<file path="config.mk">
export PLATFORM = sky130hd
export DESIGN_NAME = sram_seq_ctrl
export DESIGN_NICKNAME = d
export VERILOG_FILES = /design/src/rtl/sram_seq_ctrl.sv
export SDC_FILE = /design/constraint.sdc
export NUM_CORES = 1
export LEC_CHECK = 0
export ABC_AREA = 1
export BUFFER_PORTS_ARGS = -buffer_cell sky130_fd_sc_hd__buf_2
export CORE_MARGIN = 1.5
export CORE_UTILIZATION = 30
export DETAILED_ROUTE_END_ITERATION = 16
export PLACE_DENSITY_LB_ADDON = 0.15
export SYNTH_ARGS = -nofsm -noshare
export SYNTH_HDL_FRONTEND = slang
export SYNTH_SLANG_ARGS = --single-unit
export TNS_END_PERCENT = 10
</file>
<file path="constraint.sdc">
create_clock -name clk -period 1.45 [get_ports clk]
set_clock_uncertainty 0.05 [all_clocks]
set_input_delay 0.0725 -clock clk [delete_from_list [all_inputs] [get_ports clk]]
set_output_delay 0.0725 -clock clk [all_outputs]
set_load 0.02 [all_outputs]
</file>
<file path="src/rtl/sram_seq_ctrl.sv">
module sram_seq_ctrl #(
  parameter int AW      = 17,
  parameter int DW      = 16,
  parameter int CLK_NS  = 8,
  parameter int T_WC_NS = 70,
  parameter int T_WP_NS = 55,
  parameter int T_SW_NS = 65,
  parameter int T_DS_NS = 30,
  parameter int T_RC_NS = 70,
  parameter int T_AA_NS = 70,
  parameter int T_OA_NS = 35
) (
  input  logic          clk,
  input  logic          rst_n,
  input  logic          req_valid,
  output logic          req_ready,
  input  logic          req_write,
  input  logic [AW-1:0] req_addr,
  input  logic [DW-1:0] req_wdata,
  input  logic [DW/8-1:0] req_be,
  output logic          rsp_valid,
  output logic [DW-1:0] rsp_rdata,
  output logic [AW-1:0] mem_addr,
  output logic [DW-1:0] mem_dq_o,
  output logic          mem_dq_oe,
  input  logic [DW-1:0] mem_dq_i,
  output logic          mem_cs_n,
  output logic          mem_we_n,
  output logic          mem_oe_n,
  output logic [DW/8-1:0] mem_bc_n
);
  function automatic int cyc(input int ns);
    return (ns + CLK_NS - 1) / CLK_NS;
  endfunction
  function automatic int mx(input int a, input int b);
    return (a > b) ? a : b;
  endfunction

  localparam int NB    = DW / 8;
  localparam int WLEN  = mx(mx(cyc(T_WP_NS), cyc(T_SW_NS)), mx(cyc(T_DS_NS), 1));
  localparam int WTAIL = (cyc(T_WC_NS) > WLEN) ? cyc(T_WC_NS) - WLEN : 1;
  localparam int RLEN  = mx(mx(cyc(T_AA_NS), cyc(T_OA_NS)), 1);
  localparam int RTAIL = (cyc(T_RC_NS) > RLEN) ? cyc(T_RC_NS) - RLEN : 0;
  localparam int CMAX  = mx(mx(WLEN, WTAIL), mx(RLEN, RTAIL));
  localparam int CW    = $clog2(CMAX + 1);

  typedef enum logic [1:0] {S_IDLE, S_WR, S_RD, S_TAIL} state_t;

  state_t        state;
  logic [CW-1:0] cnt;
  logic [NB-1:0] lanes;
  logic [DW-1:0] lane_mask;

  assign req_ready = (state == S_IDLE);

  always_comb
    for (int i = 0; i < NB; i++) lane_mask[i*8 +: 8] = {8{lanes[i]}};

  always_ff @(posedge clk) begin
    if (!rst_n) begin
      state     <= S_IDLE;
      cnt       <= '0;
      lanes     <= '0;
      mem_addr  <= '0;
      mem_dq_o  <= '0;
      mem_dq_oe <= 1'b0;
      mem_cs_n  <= 1'b1;
      mem_we_n  <= 1'b1;
      mem_oe_n  <= 1'b1;
      mem_bc_n  <= '1;
      rsp_valid <= 1'b0;
      rsp_rdata <= '0;
    end else begin
      rsp_valid <= 1'b0;
      case (state)
        S_IDLE:
          if (req_valid) begin
            if (req_be == '0) begin
              if (!req_write) begin
                rsp_valid <= 1'b1;
                rsp_rdata <= '0;
              end
            end else begin
              mem_addr <= req_addr;
              lanes    <= req_be;
              mem_cs_n <= 1'b0;
              mem_bc_n <= ~req_be;
              if (req_write) begin
                mem_we_n  <= 1'b0;
                mem_dq_o  <= req_wdata;
                mem_dq_oe <= 1'b1;
                cnt       <= CW'(WLEN - 1);
                state     <= S_WR;
              end else begin
                mem_oe_n <= 1'b0;
                cnt      <= CW'(RLEN - 1);
                state    <= S_RD;
              end
            end
          end
        S_WR:
          if (cnt == '0) begin
            mem_cs_n  <= 1'b1;
            mem_we_n  <= 1'b1;
            mem_bc_n  <= '1;
            mem_dq_oe <= 1'b0;
            cnt       <= CW'(WTAIL - 1);
            state     <= S_TAIL;
          end else cnt <= cnt - 1'b1;
        S_RD:
          if (cnt == '0) begin
            rsp_valid <= 1'b1;
            rsp_rdata <= mem_dq_i & lane_mask;
            mem_cs_n  <= 1'b1;
            mem_oe_n  <= 1'b1;
            mem_bc_n  <= '1;
            if (RTAIL == 0) state <= S_IDLE;
            else begin
              cnt   <= CW'(RTAIL - 1);
              state <= S_TAIL;
            end
          end else cnt <= cnt - 1'b1;
        default:
          if (cnt == '0) state <= S_IDLE;
          else cnt <= cnt - 1'b1;
      endcase
    end
  end


  write_overlap_chk: assert property (@(posedge clk) disable iff (!rst_n)
    !mem_we_n |-> (!mem_cs_n && (mem_bc_n != '1) && mem_dq_oe && mem_oe_n));

  addr_hold_chk: assert property (@(posedge clk) disable iff (!rst_n)
    (!mem_cs_n && $past(!mem_cs_n)) |-> $stable(mem_addr));

  read_we_high_chk: assert property (@(posedge clk) disable iff (!rst_n)
    !mem_oe_n |-> (mem_we_n && !mem_cs_n));

  read_resp_chk: assert property (@(posedge clk) disable iff (!rst_n)
    $rose(mem_oe_n) |-> rsp_valid);

  busy_after_accept_chk: assert property (@(posedge clk) disable iff (!rst_n)
    (req_valid && req_ready && (req_be != '0)) |=> !req_ready);

  no_contention_chk: assert property (@(posedge clk) disable iff (!rst_n)
    !(mem_dq_oe && !mem_oe_n));

  turnaround_chk: assert property (@(posedge clk) disable iff (!rst_n)
    $fell(mem_oe_n) |-> !$past(mem_dq_oe));

  idle_deselect_chk: assert property (@(posedge clk) disable iff (!rst_n)
    req_ready |-> (mem_cs_n && (mem_bc_n == '1)));
endmodule

</file>
; Word level (Yosys, flattened, before mapping)
; Index checks and enable logic that the tools add are counted.
[word_totals]
reg_bits = 64
output_inout_bits = 57
wordCells = 84
inputBits = 55
[op_classes]
n_reduce_logical = 16
eq_ne = 11
bitwise_logic = 3
add_sub_neg = 1
n_mux = 41
[op_table]
columns = op, count
row1 = 2-to-1 mux 16 bit, 4
row2 = one-hot mux 16 bit (2 select lines), 1
row3 = 2-to-1 mux 1 bit, 17
row4 = bitwise AND 16 bit, 1
row5 = 2-to-1 mux 4 bit, 4
row6 = AND reduction 5 bit, 3
row7 = 2-to-1 mux 2 bit, 7
row8 = AND reduction 4 bit, 3
row9 = != test 2 bit (second input constant), 5
row10 = one-hot mux 1 bit (2 select lines), 5
row11 = one-hot mux 2 bit (2 select lines), 2
row12 = one-hot mux 4 bit (2 select lines), 1
row13 = nonzero test 2 bit, 4
row14 = != test 2 x 1 -> 1 bit (second input constant), 3
row15 = AND reduction 3 bit, 2
row16 = zero test 2 bit, 2
row17 = zero test 4 bit, 1
row18 = subtractor 4 x 1 -> 4 bit (second input constant), 1
row19 = != test 3 x 2 -> 1 bit (second input constant), 1
row20 = == test 2 x 1 -> 1 bit (second input constant), 1
row21 = == test 2 bit (second input constant), 1
row22 = NOT 2 bit, 1
row23 = OR reduction 2 bit, 1
row24 = NOT 1 bit, 1

; Depth between registers and ports, before layout
; Gate-level depths: netlist of the first run.
[logic_depth]
depth_word = 4
mapped_depth = 11
ltp_nobuf = 9

; Worst setup path before layout of the first run
; No wires, ideal clock.
[synth_path]
path_type = reg2reg
start = register state[0]
end = register mem_oe_n
t_arrival_ps = 1481
path_stages_with_launch = 11
slack_ps = -211
path_buffers = 2
t_required_ps = 1270
setup_ps = 130
period_less_slack_ps = 1661
path_cell_list = dfxtp_1 inv_1 ha_1 buf_6 nand2_1 inv_1 nor2_4 buf_2 nand3_1 nand2_1 nand3_1
[synth_between]
elab_chain_len = 3
elab_cells_between_ends = 9
cone_classes = eq/ne (5) / mux (1) / reduce/logical (3)
[synth_rtl]
columns = item, line
row1 = from (decl), 49  ; state_t state;
row2 = from (signal assigned), 61  ; state <= S_IDLE;
row3 = from (signal assigned), 93  ; state <= S_WR;
row4 = from (signal assigned), 97  ; state <= S_RD;
row5 = zero test 2 bit *, --
row6 = named net req_ready, 16  ; output logic req_ready,
row7 = != test 2 bit (no line) or nonzero test 2 bit (tied branches), --
row8 = AND reduction 5 bit (no line), --
row9 = to (signal assigned), 69  ; mem_oe_n <= 1'b1;
row10 = to (signal assigned), 95  ; mem_oe_n <= 1'b0;
row11 = to (signal assigned), 115  ; mem_oe_n <= 1'b1;
row12 = to (decl), 29  ; output logic mem_oe_n,
; Mark *: on every way through the listed nets, which the timed path passes. The rest lies on a longest branch.
; A chain may end at the register's enable or synchronous reset.

; Worst setup path in the final report of the first run
[layout_path]
start = register state[0]
end = register cnt[0]
[layout_between]
elab_chain_len = 3
elab_cells_between_ends = 7
cone_classes = eq/ne (4) / mux (1) / reduce/logical (2)
[layout_rtl]
columns = item, line
row1 = == test 2 x 1 -> 1 bit or zero test 2 bit (tied branches), 75  ; case (state)
row2 = != test 3 x 2 -> 1 bit (no line) or != test 2 bit (tied branches), --
row3 = AND reduction 3 bit (no line), --
row4 = to (signal assigned), 92  ; cnt <= CW'(WLEN - 1);
row5 = to (signal assigned), 96  ; cnt <= CW'(RLEN - 1);
row6 = to (signal assigned), 107  ; cnt <= CW'(WTAIL - 1);
row7 = to (decl), 50  ; logic [CW-1:0] cnt;
; Several ways; a longest one is shown, not always the timed one.

==> impl_metrics.json, run 1 <==
{
  "run_status": "complete, but fails checks",
  "violations": "negative setup slack",
  "maxSlewViolCount": 0,
  "hold_path_class": "primary input to register",
  "worstRegToRegCells": 9,
  "crit_family": "simple AND/OR/NAND/NOR gates",
  "powerDensity_nw_per_um2": 2120,
  "syn_area_per_cell_um2": 7.00,
  "r2r_start": "state[0]",
  "wl_per_cell_um": 11.3,
  "r2r_setup_slack_ns": -0.07,
  "synth-seq-area-share_pct": 46.2,
  "synthMuxAreaShare_pct": 0,
  "cts_buffers": 9,
  "regArea_um2": 1280,
  "path_buf_inv": 2,
  "p_leak_uw": 0.00219,
  "critPathSlowestCell": "dfxtp_2",
  "grt_max_degree": 23,
  "hp-start": "mem_dq_i[14]",
  "fin_nets": 627,
  "ys_seq_elements": 64,
  "start_util_pct": 31.3,
  "maxSlewHeadroom_pct": 77.9,
  "final_hold_viol_count": 0,
  "portBuffers": 111,
  "finalCriticalPeriod_ns": 1.52,
  "total_power_uw": 9070,
  "drc": 0,
  "grt_pass1_wl_um": 12900,
  "cp_max_fo": 5,
  "diodes": 0,
  "synth_top_family_by_area": "simple AND/OR/NAND/NOR gates",
  "multiInputGateArea_um2": 1360,
  "p_int_uw": 5170,
  "tritoncts": "done",
  "syn-cell-area_um2": 2770,
  "crit_chain": "buf_4 -> ha_1 -> nor2_2 -> inv_1 -> nor2_1 -> nor2_1 -> nand2_1 -> nand2_1 -> and2_1",
  "grt_pass1_vias": 2901,
  "met1_length_um": 3370,
  "fill_cells": 934,
  "p_sw_share_pct": 43.0,
  "rows": 34,
  "hold_end": "rsp_rdata[14]",
  "area_growth_pct": 54.5,
  "firstDrtPassIters": 4,
  "seq_power_share_pct": 28.1,
  "wl_um": 7720,
  "setup_tns_ns": -0.462,
  "finalSetupViolCount": 23,
  "hold_path_depth": 5,
  "setup_ws_ns": -0.0739,
  "finalCritPeriodShare_pct": 105,
  "via_per_inst": 4.47,
  "yosysWarnings": 0,
  "fp.dieH_um": 99.1,
  "dpl.hpwl_um": 5370,
  "dr_wl_met2_um": 3980,
  "whs_ns": 0.0201,
  "clock_latency_ns": 0.34,
  "fp.dieW_um": 99.1,
  "dr_total_vias": 3042,
  "synth_xor_xnor_area_share_pct": 0,
  "die_area_um2": 9830,
  "route.met3.wl_um": 300,
  "synth_compound_area_share_pct": 8.71,
  "drive_gt1_share_pct": 34.2,
  "start_kind": "register",
  "crit_required_ns": 1.63,
  "drt_iter0_drc": 83,
  "arrival_ns": 1.71,
  "max_freq_ghz": 0.656,
  "clockRootBuffer": "clkbuf_8",
  "yosys.area_share.simple_pct": 34.8,
  "end_kind": "register",
  "fp.coreArea_um2": 8850,
  "clkPwrFrac_pct": 16.3,
  "drv_cap": 0,
  "synth_fa_ha_area_share_pct": 1.81,
  "boundaryPins": 112,
  "crit_type": "register to register",
  "synth_fp_nets": 455,
  "slowest_delay_ns": 0.32,
  "yosysUniqueCellTypes": 26,
  "ctsLongestPathBuffers": 2,
  "highest_layer": "met4",
  "grt_setup_unrepaired": "true",
  "ant_nets": 0,
  "postSynthCellCount": 396,
  "p_switching_uw": 3900,
  "combPwrFrac_pct": 55.6,
  "clock_sinks": 64,
  "htree_levels": 3,
  "worstMarginPinSlew_ns": 0.332,
  "reg2reg_to": "cnt[0]",
  "peakVddDrop_mv": 0.832,
  "grt_overflow": 0,
  "grt_antenna_before_repair": 0,
  "grt_use_total_pct": 16.2,
  "finalWeightedCongestion": 0.788,
  "clkTransAtPathRegs_ns": 0.07
}
-- metrics by stage --
stage / cell area [µm²] / instances / setup slack (ns) / util [%]
finish: 4280 / 681 / -0.0739 / 48.4
floorplan: 2820 / 396 / -0.0260 / -
global placement: 3600 / 626 / -0.0722 / 40.7
global route: 4280 / 681 / -0.183 / 48.4
detailed placement: 3600 / 626 / -0.155 / 40.7
CTS: 4200 / 678 / -0.0500 / 47.4
-- metal layers --
layer / GRT usage (%) / vias to the layer above
met5: 0 / -
met4: 4.01 / 0
met3: 4.71 / 5
met2: 29.3 / 58
met1: 18.9 / 1392
li1: - / 1587
-- worst reg2reg max path, cell delays in order (launching register included) --
cell and delay (ns):
dfxtp_2 0.32, buf_4 0.13, ha_1 0.26, nor2_2 0.18
inv_1 0.06, nor2_1 0.11, nor2_1 0.08, nand2_1 0.07
nand2_1 0.04, and2_1 0.13
-- cell usage in the layout (no fill, tap or decap), drive strengths merged --
cell / Yosys / layout
dfxtp: 64 / 64
buf: 10 / 144
nand3: 18 / 18
clkinv: 0 / 4
ha: 4 / 4
nand4: 13 / 13
a21oi: 7 / 7
bufinv: 0 / 1
dlygate4sd3: 0 / 34
o21bai: 1 / 1
nand2: 72 / 72
clkbuf: 7 / 11
nor2: 125 / 125
or2: 1 / 1
inv: 34 / 34
and2: 1 / 1
o21ai: 39 / 39
-- cells in the mapped netlist (all sizes together) --
cell type  number  share of area, %
nor2          125                18
clkbuf          7              0.99
o21bai          1              0.27
and2            1              0.23
a21oi           7               1.3
nand2          72                10
o21ai          39               7.2
nand4          13               2.9
ha              4               1.8
inv            34               4.7
or2             1              0.23
nand3          18               3.4
buf            10               2.8
dfxtp          64                46
-- how the worst max path moves through the flow --
stage,startpoint,endpoint,cells past startpoint
after CTS,state[1],rsp_rdata[5],9
after detailed placement,state[1],cnt[0],8
final,state[0],cnt[0],9
after global placement,state[1],cnt[0],8
after floorplan,state[0],rsp_rdata[12],10
after global routing,state[1],state[0],9
-- state kept, by name, indices dropped and copies added, names as in the netlist, 2 cells and up --
| signal | cells |
|---|---|
| mem_dq_o | 16 |
| state | 2 |
| mem_addr | 17 |
| mem_bc_n | 2 |
| cnt | 4 |
| rsp_rdata | 16 |
| lanes | 2 |
-- cells by family (layout without fill, tap and decap cells) --
| group | Yosys count | count (layout) |
|---|---|---|
| simple gates | 230 | 230 |
| flops | 64 | 64 |
| compound gates | 47 | 47 |
| buf+inv | 51 | 228 |
| fa+ha+maj | 4 | 4 |
-- area by class of cell --
cell class	instances	area share, %
inverters	34	3.27
clock buffers	11	3.07
repair buffers	178	27.5
multi-input cells	281	31.7
clock inverters	5	1.34
well taps	108	3.15
flip-flops and latches	64	30.0
-- repair_timing --
action,in CTS,in global routing
hold buffers,34,0
pin swaps,4,4
endpoints found under the hold margin,34,0
buffers inserted,2,3
resized for setup,11,23
setup endpoints to repair,63,63
-- power groups by stage --
stage	Clock, µW	Combinational, µW	Sequential, µW
2_1_floorplan	0	2590	3110
3_3_place_gp	0	4420	2580
3_5_place_dp	0	4480	2590
4_1_cts	1540	4770	2550
5_1_grt	1610	5650	2620
6_report	1480	5040	2550
No activity file was read; power rests on OpenSTA's default activity.
==> run 2, diff against run 1 <==
==> constraint.sdc (replaced) <==
create_clock -name clk -period 1.45 [get_ports clk]
set_clock_uncertainty 0.05 [all_clocks]
set_input_delay 0.145 -clock clk [delete_from_list [all_inputs] [get_ports clk]]
set_output_delay 0.145 -clock clk [all_outputs]
set_load 0.02 [all_outputs]
==> impl_metrics.json, run 2 (synthesis results as in run 1) <==
{
  "worstMarginPinSlew_ns": 0.410,
  "fp.dieW_um": 99.1,
  "fin_nets": 632,
  "grt_max_degree": 26,
  "violations": "negative setup slack",
  "portBuffers": 111,
  "die_area_um2": 9830,
  "finalCritPeriodShare_pct": 104,
  "finalCriticalPeriod_ns": 1.51,
  "crit_required_ns": 1.63,
  "dpl.hpwl_um": 5390,
  "setup_ws_ns": -0.0629,
  "postLayoutCellArea_um2": 4360,
  "largest-register": "mem_addr",
  "firstDrtPassIters": 4,
  "start_util_pct": 31.3,
  "rows": 34,
  "fp.coreArea_um2": 8850,
  "drc": 0,
  "run_status": "complete, but fails checks",
  "clkTransAtPathRegs_ns": 0.07,
  "largest_reg_flops": 17,
  "maxSlewViolCount": 0,
  "ctsLongestPathBuffers": 2,
  "powerDensity_nw_per_um2": 2140,
  "dp_slack_ns": -0.173,
  "diodes": 0,
  "layout_commonest_cell": "nor2_1",
  "finalWeightedCongestion": 0.779,
  "cp_max_fo": 8,
  "drt_iter0_drc": 62,
  "finalSetupViolCount": 32,
  "largestRegisters": "mem_addr (17), mem_dq_o (16), rsp_rdata (16)",
  "ant_nets": 0,
  "clock_sinks": 64,
  "tritoncts": "done",
  "grt_antenna_before_repair": 0,
  "final_cell_mix": "nor2_1, buf_2, nand2_1",
  "peakVddDrop_mv": 0.714,
  "grt_overflow": 0,
  "htree_levels": 3,
  "fill_cells": 930,
  "clockRootBuffer": "clkbuf_8",
  "start_kind": "register",
  "grt_pass1_wl_um": 13300,
  "fp.dieH_um": 99.1,
  "max_freq_ghz": 0.661,
  "clock_latency_ns": 0.34,
  "crit_type": "register to register",
  "grt_use_total_pct": 17.1,
  "arrival_ns": 1.70,
  "boundaryPins": 112,
  "via_per_inst": 4.41,
  "final_hold_viol_count": 0,
  "grt_setup_unrepaired": "true",
  "drive_gt1_share_pct": 35.1,
  "hold_path_class": "primary input to register",
  "whs_ns": 0.0385,
  "maxSlewHeadroom_pct": 72.6,
  "drv_cap": 0,
  "wl_per_cell_um": 11.6,
  "end_kind": "register",
  "wl_um": 7990,
  "p_leak_uw": 0.00222,
  "cts_buffers": 9,
  "dr_total_vias": 3023,
  "grt_pass1_vias": 2962,
  "place_area_um2": 3630,
  "area_growth_pct": 57.3
}
run 2: path summary, 6_finish.rpt:
kind                              startpoint           to  slack [ns]  depth (start not counted)
worst max-delay path                state[0]  mem_addr[4]       -0.06                         10
worst min-delay path            req_wdata[1]  mem_dq_o[1]        0.04                          3
worst max register to register      state[0]  mem_addr[4]       -0.06                         10
worst min register to register      mem_we_n     mem_we_n        0.41                          2
run 2: repair_timing:
| item | 4_1_cts | 5_1_grt |
|---|---|---|
| cloned | 3 | 0 |
| gates resized for setup | 50 | 13 |
| pin swaps | 14 | 13 |
| endpoints found under the setup margin | 63 | 65 |
| endpoints found under the hold margin | 32 | 0 |
| buffers inserted | 5 | 0 |
| hold buffers | 32 | 0 |
run 2: layer usage:
metal  vias to the layer above  track usage [%]  part of all wire [%]
met5                         -                0                     0
met4                         0             8.23                   2.1
met3                        13             4.01                   3.8
met2                        64             29.4                    50
met1                      1334             20.1                    45
li1                       1612                -                     -
run 2: critical path, cell delays in order, from the launching register on:
cell and delay (ns):
dfxtp_2 0.33, inv_2 0.05, ha_4 0.18, buf_6 0.12, o21ai_4 0.07, nor2_4 0.05
buf_12 0.14, buf_8 0.12, buf_6 0.13, o21ai_1 0.11, nor2_1 0.06
run 2: cell type report:
class	count	area, µm²	share of cell area (%)
Tap cell	108	135	3.10
Timing Repair Buffer	180	1190	27.2
Multi-Input combinational cell	283	1400	32.1
Inverter	34	145	3.33
Clock inverter	3	40.0	0.918
Timing Repair inverter	1	11.3	0.258
Clock buffer	13	159	3.64
Sequential cell	64	1280	29.4
run 2: metrics by stage:
step | util [%] | power (µW) | TNS, ns | instances
after floorplan | - | 5700 | -0.460 | 396
after global placement | 41.0 | 7080 | -4.76 | 630
after detailed placement | 41.0 | 7160 | -6.88 | 630
after CTS | 48.9 | 9320 | -1.15 | 686
after global routing | 49.3 | 10200 | -6.05 | 686
final | 49.3 | 9320 | -0.708 | 686
run 2: power by group:
group	leakage [µW]	internal, µW	switching [µW]
Clock	0.000103	884	665
Combinational	0.00159	2150	3060
Sequential	0.000527	2300	266
Total	0.00222	5330	3990
==> run 3, diff against run 2 <==
- ABC_AREA: 1 -> default
- GPL_TIMING_DRIVEN: default -> 0
==> impl_metrics.json, run 3 <==
{
  "fp.coreArea_um2": 8300,
  "synthTopCellsByArea": "dfxtp_1, nand2_1, a21oi_1",
  "synth-seq-area-share_pct": 49.4,
  "synth_enable_flop_cells": 0,
  "hold_path_class": "primary input to register",
  "firstDrtPassIters": 4,
  "yosysWarnings": 0,
  "combPwrFrac_pct": 44.4,
  "synth_top_area_share_pct": 49.4,
  "drc": 0,
  "ys_seq_elements": 64,
  "diodes": 0,
  "fp.dieW_um": 96.0,
  "grt_pass1_wl_um": 12900,
  "largestRegisters": "mem_addr (17), mem_dq_o (16), rsp_rdata (16)",
  "synth_fp_nets": 361,
  "layout_commonest_cell": "buf_2",
  "clockRootBuffer": "clkbuf_8",
  "tritoncts": "done",
  "clock_sinks": 64,
  "largest-register": "mem_addr",
  "worstMarginPinSlew_ns": 0.616,
  "powerDensity_nw_per_um2": 1460,
  "crit_chain": "inv_4 -> ha_4 -> buf_12 -> o211ai_1 -> buf_4 -> a22oi_2 -> o32ai_2",
  "postLayoutCellArea_um2": 4460,
  "total_power_uw": 6530,
  "clock_latency_ns": 0.34,
  "seq_power_share_pct": 34.1,
  "clkTransAtPathRegs_ns": 0.08,
  "via_per_inst": 4.70,
  "hp-start": "req_write",
  "clkPwrFrac_pct": 21.5,
  "syn_area_per_cell_um2": 8.59,
  "syn-cell-area_um2": 2590,
  "maxSlewHeadroom_pct": 58.9,
  "grt_max_degree": 14,
  "arrival_ns": 1.75,
  "synthTopCellsByCount": "nand2_1, dfxtp_1, a21oi_1, o2bb2ai_1, clkbuf_1",
  "max_freq_ghz": 0.629,
  "slowest_delay_ns": 0.36,
  "drt_iter0_drc": 70,
  "final_hold_viol_count": 0,
  "setup_ws_ns": -0.140,
  "start_util_pct": 31.3,
  "final_cell_mix": "buf_2, nand2_1, dfxtp_1",
  "dp_slack_ns": -0.321,
  "peakVddDrop_mv": 0.582,
  "p_switching_uw": 2450,
  "wl_um": 8490,
  "synth_largest_area_cell": "dfxtp_1",
  "start_kind": "register",
  "grt_use_total_pct": 18.4,
  "fin_nets": 551,
  "dr_total_vias": 2829,
  "cp_max_fo": 5,
  "crit_start": "state[1]",
  "yosysUniqueCellTypes": 43,
  "path_buf_inv": 3,
  "run_status": "complete, but fails checks",
  "dpl.hpwl_um": 5310,
  "grt_overflow": 0,
  "finalSetupViolCount": 53,
  "finalCritPeriodShare_pct": 110,
  "post-route-util_pct": 53.8,
  "boundaryPins": 112,
  "ys.flop_type": "dfxtp_1",
  "die_area_um2": 9210,
  "postSynthCellCount": 302,
  "grt_pass1_vias": 2695,
  "grt_setup_unrepaired": "true",
  "p_leak_uw": 0.00192,
  "grt_antenna_before_repair": 0,
  "end_kind": "register",
  "maxSlewViolCount": 0,
  "synth_most_common_cell": "nand2_1",
  "r2r_start": "state[1]",
  "ctsLongestPathBuffers": 2,
  "drive_gt1_share_pct": 40.2,
  "area_growth_pct": 72.1,
  "fp.dieH_um": 96.0,
  "ant_nets": 0,
  "cts_buffers": 9,
  "drv_cap": 0,
  "place_area_um2": 3400,
  "rows": 33,
  "p_int_uw": 4090,
  "violations": "negative setup slack",
  "p_sw_share_pct": 37.5,
  "htree_levels": 3,
  "finalWeightedCongestion": 0.762,
  "finalCriticalPeriod_ns": 1.59,
  "wl_per_cell_um": 14.1,
  "largest_reg_flops": 17,
  "crit_family": "compound AO/OA/AOI/OAI gates",
  "critPathSlowestCell": "dfxtp_4",
  "portBuffers": 107,
  "async_flop_share_pct": 0,
  "crit_required_ns": 1.61,
  "crit_type": "register to register"
}
[run 3: changes by cell type in the layout (fill, tap and decap cells not counted), sizes merged, moves of 16 or more]
cell,before,now
o2bb2ai,0,16
dlygate4sd3,32,49
inv,35,9
o21ai,39,2
a21oi,7,39
nand2,73,93
nor2,126,5
[run 3: tightest hold or removal path: cells and delay by family]
kind            cells  cell delay, ns
compound gates      2            0.14
buf+inv             1            0.13
[run 3: metrics by stage]
| step | TNS, ns | hold slack (ns) | std cells |
|---|---|---|---|
| final | -2.64 | 0.0555 | 602 |
| after global routing | -6.29 | 0.0657 | 602 |
| after CTS | -2.46 | 0.0539 | 594 |
| after detailed placement | -11.44 | 0.302 | 514 |
| after global placement | -10.91 | 0.298 | 514 |
| after floorplan | -1.38 | 0.212 | 302 |
[run 3: cells by family (layout without fill, tap and decap cells)]
kind of cell / after synthesis / count (layout) / synth area share, %
adders and majority gates: 4 / 4 / 1.93
buffers and inverters: 28 / 223 / 4.78
DFF: 64 / 64 / 49.4
and+or+nand+nor: 121 / 121 / 20.2
muxes: 3 / 3 / 1.21
AOI/OAI and AO/OA: 82 / 82 / 22.5
[run 3: worst paths after layout]
check             slack [ns]  cells past startpoint            to
setup / recovery       -0.14                      7        cnt[0]
hold / removal          0.06                      3      mem_oe_n
setup reg to reg       -0.14                      7        cnt[0]
hold reg to reg         0.40                      2  rsp_rdata[8]
[run 3: cell type report]
| type | count | area [µm²] |
|---|---|---|
| fill | 773 | 3840 |
| multi-input combinational | 210 | 1370 |
| sequential | 64 | 1290 |
| timing repair buffer | 179 | 1250 |
| buffer | 20 | 198 |
| tap | 105 | 131 |
| clock buffer | 9 | 124 |
| clock inverter | 7 | 55.1 |
| inverter | 8 | 41.3 |
[run 3: per-layer routing]
layer  up-vias  share of wire (%)  GRT usage [%]
li1       1428                  -              -
met1      1305                 44           22.0
met2        89                 50           31.1
met3         7                6.1           6.79
met4         0               0.62           4.66
met5         -                  0              0
[run 3: power groups by stage]
| stage | combinational [µW] | clock [µW] | sequential (µW) |
|---|---|---|---|
| detailed placement | 2090 | 0 | 2230 |
| global route | 3120 | 1540 | 2260 |
| finish | 2900 | 1400 | 2230 |
| CTS | 2570 | 1450 | 2210 |
| global placement | 2060 | 0 | 2220 |
| floorplan | 1280 | 0 | 2440 |
[run 3: what timing repair did]
action	in CTS	in global routing
gates cloned	2	1
setup buffers	13	7
pin swaps	18	14
hold buffers	49	0
endpoints found under the setup margin	58	64
resized for setup	25	27
hold endpoints to repair	49	0
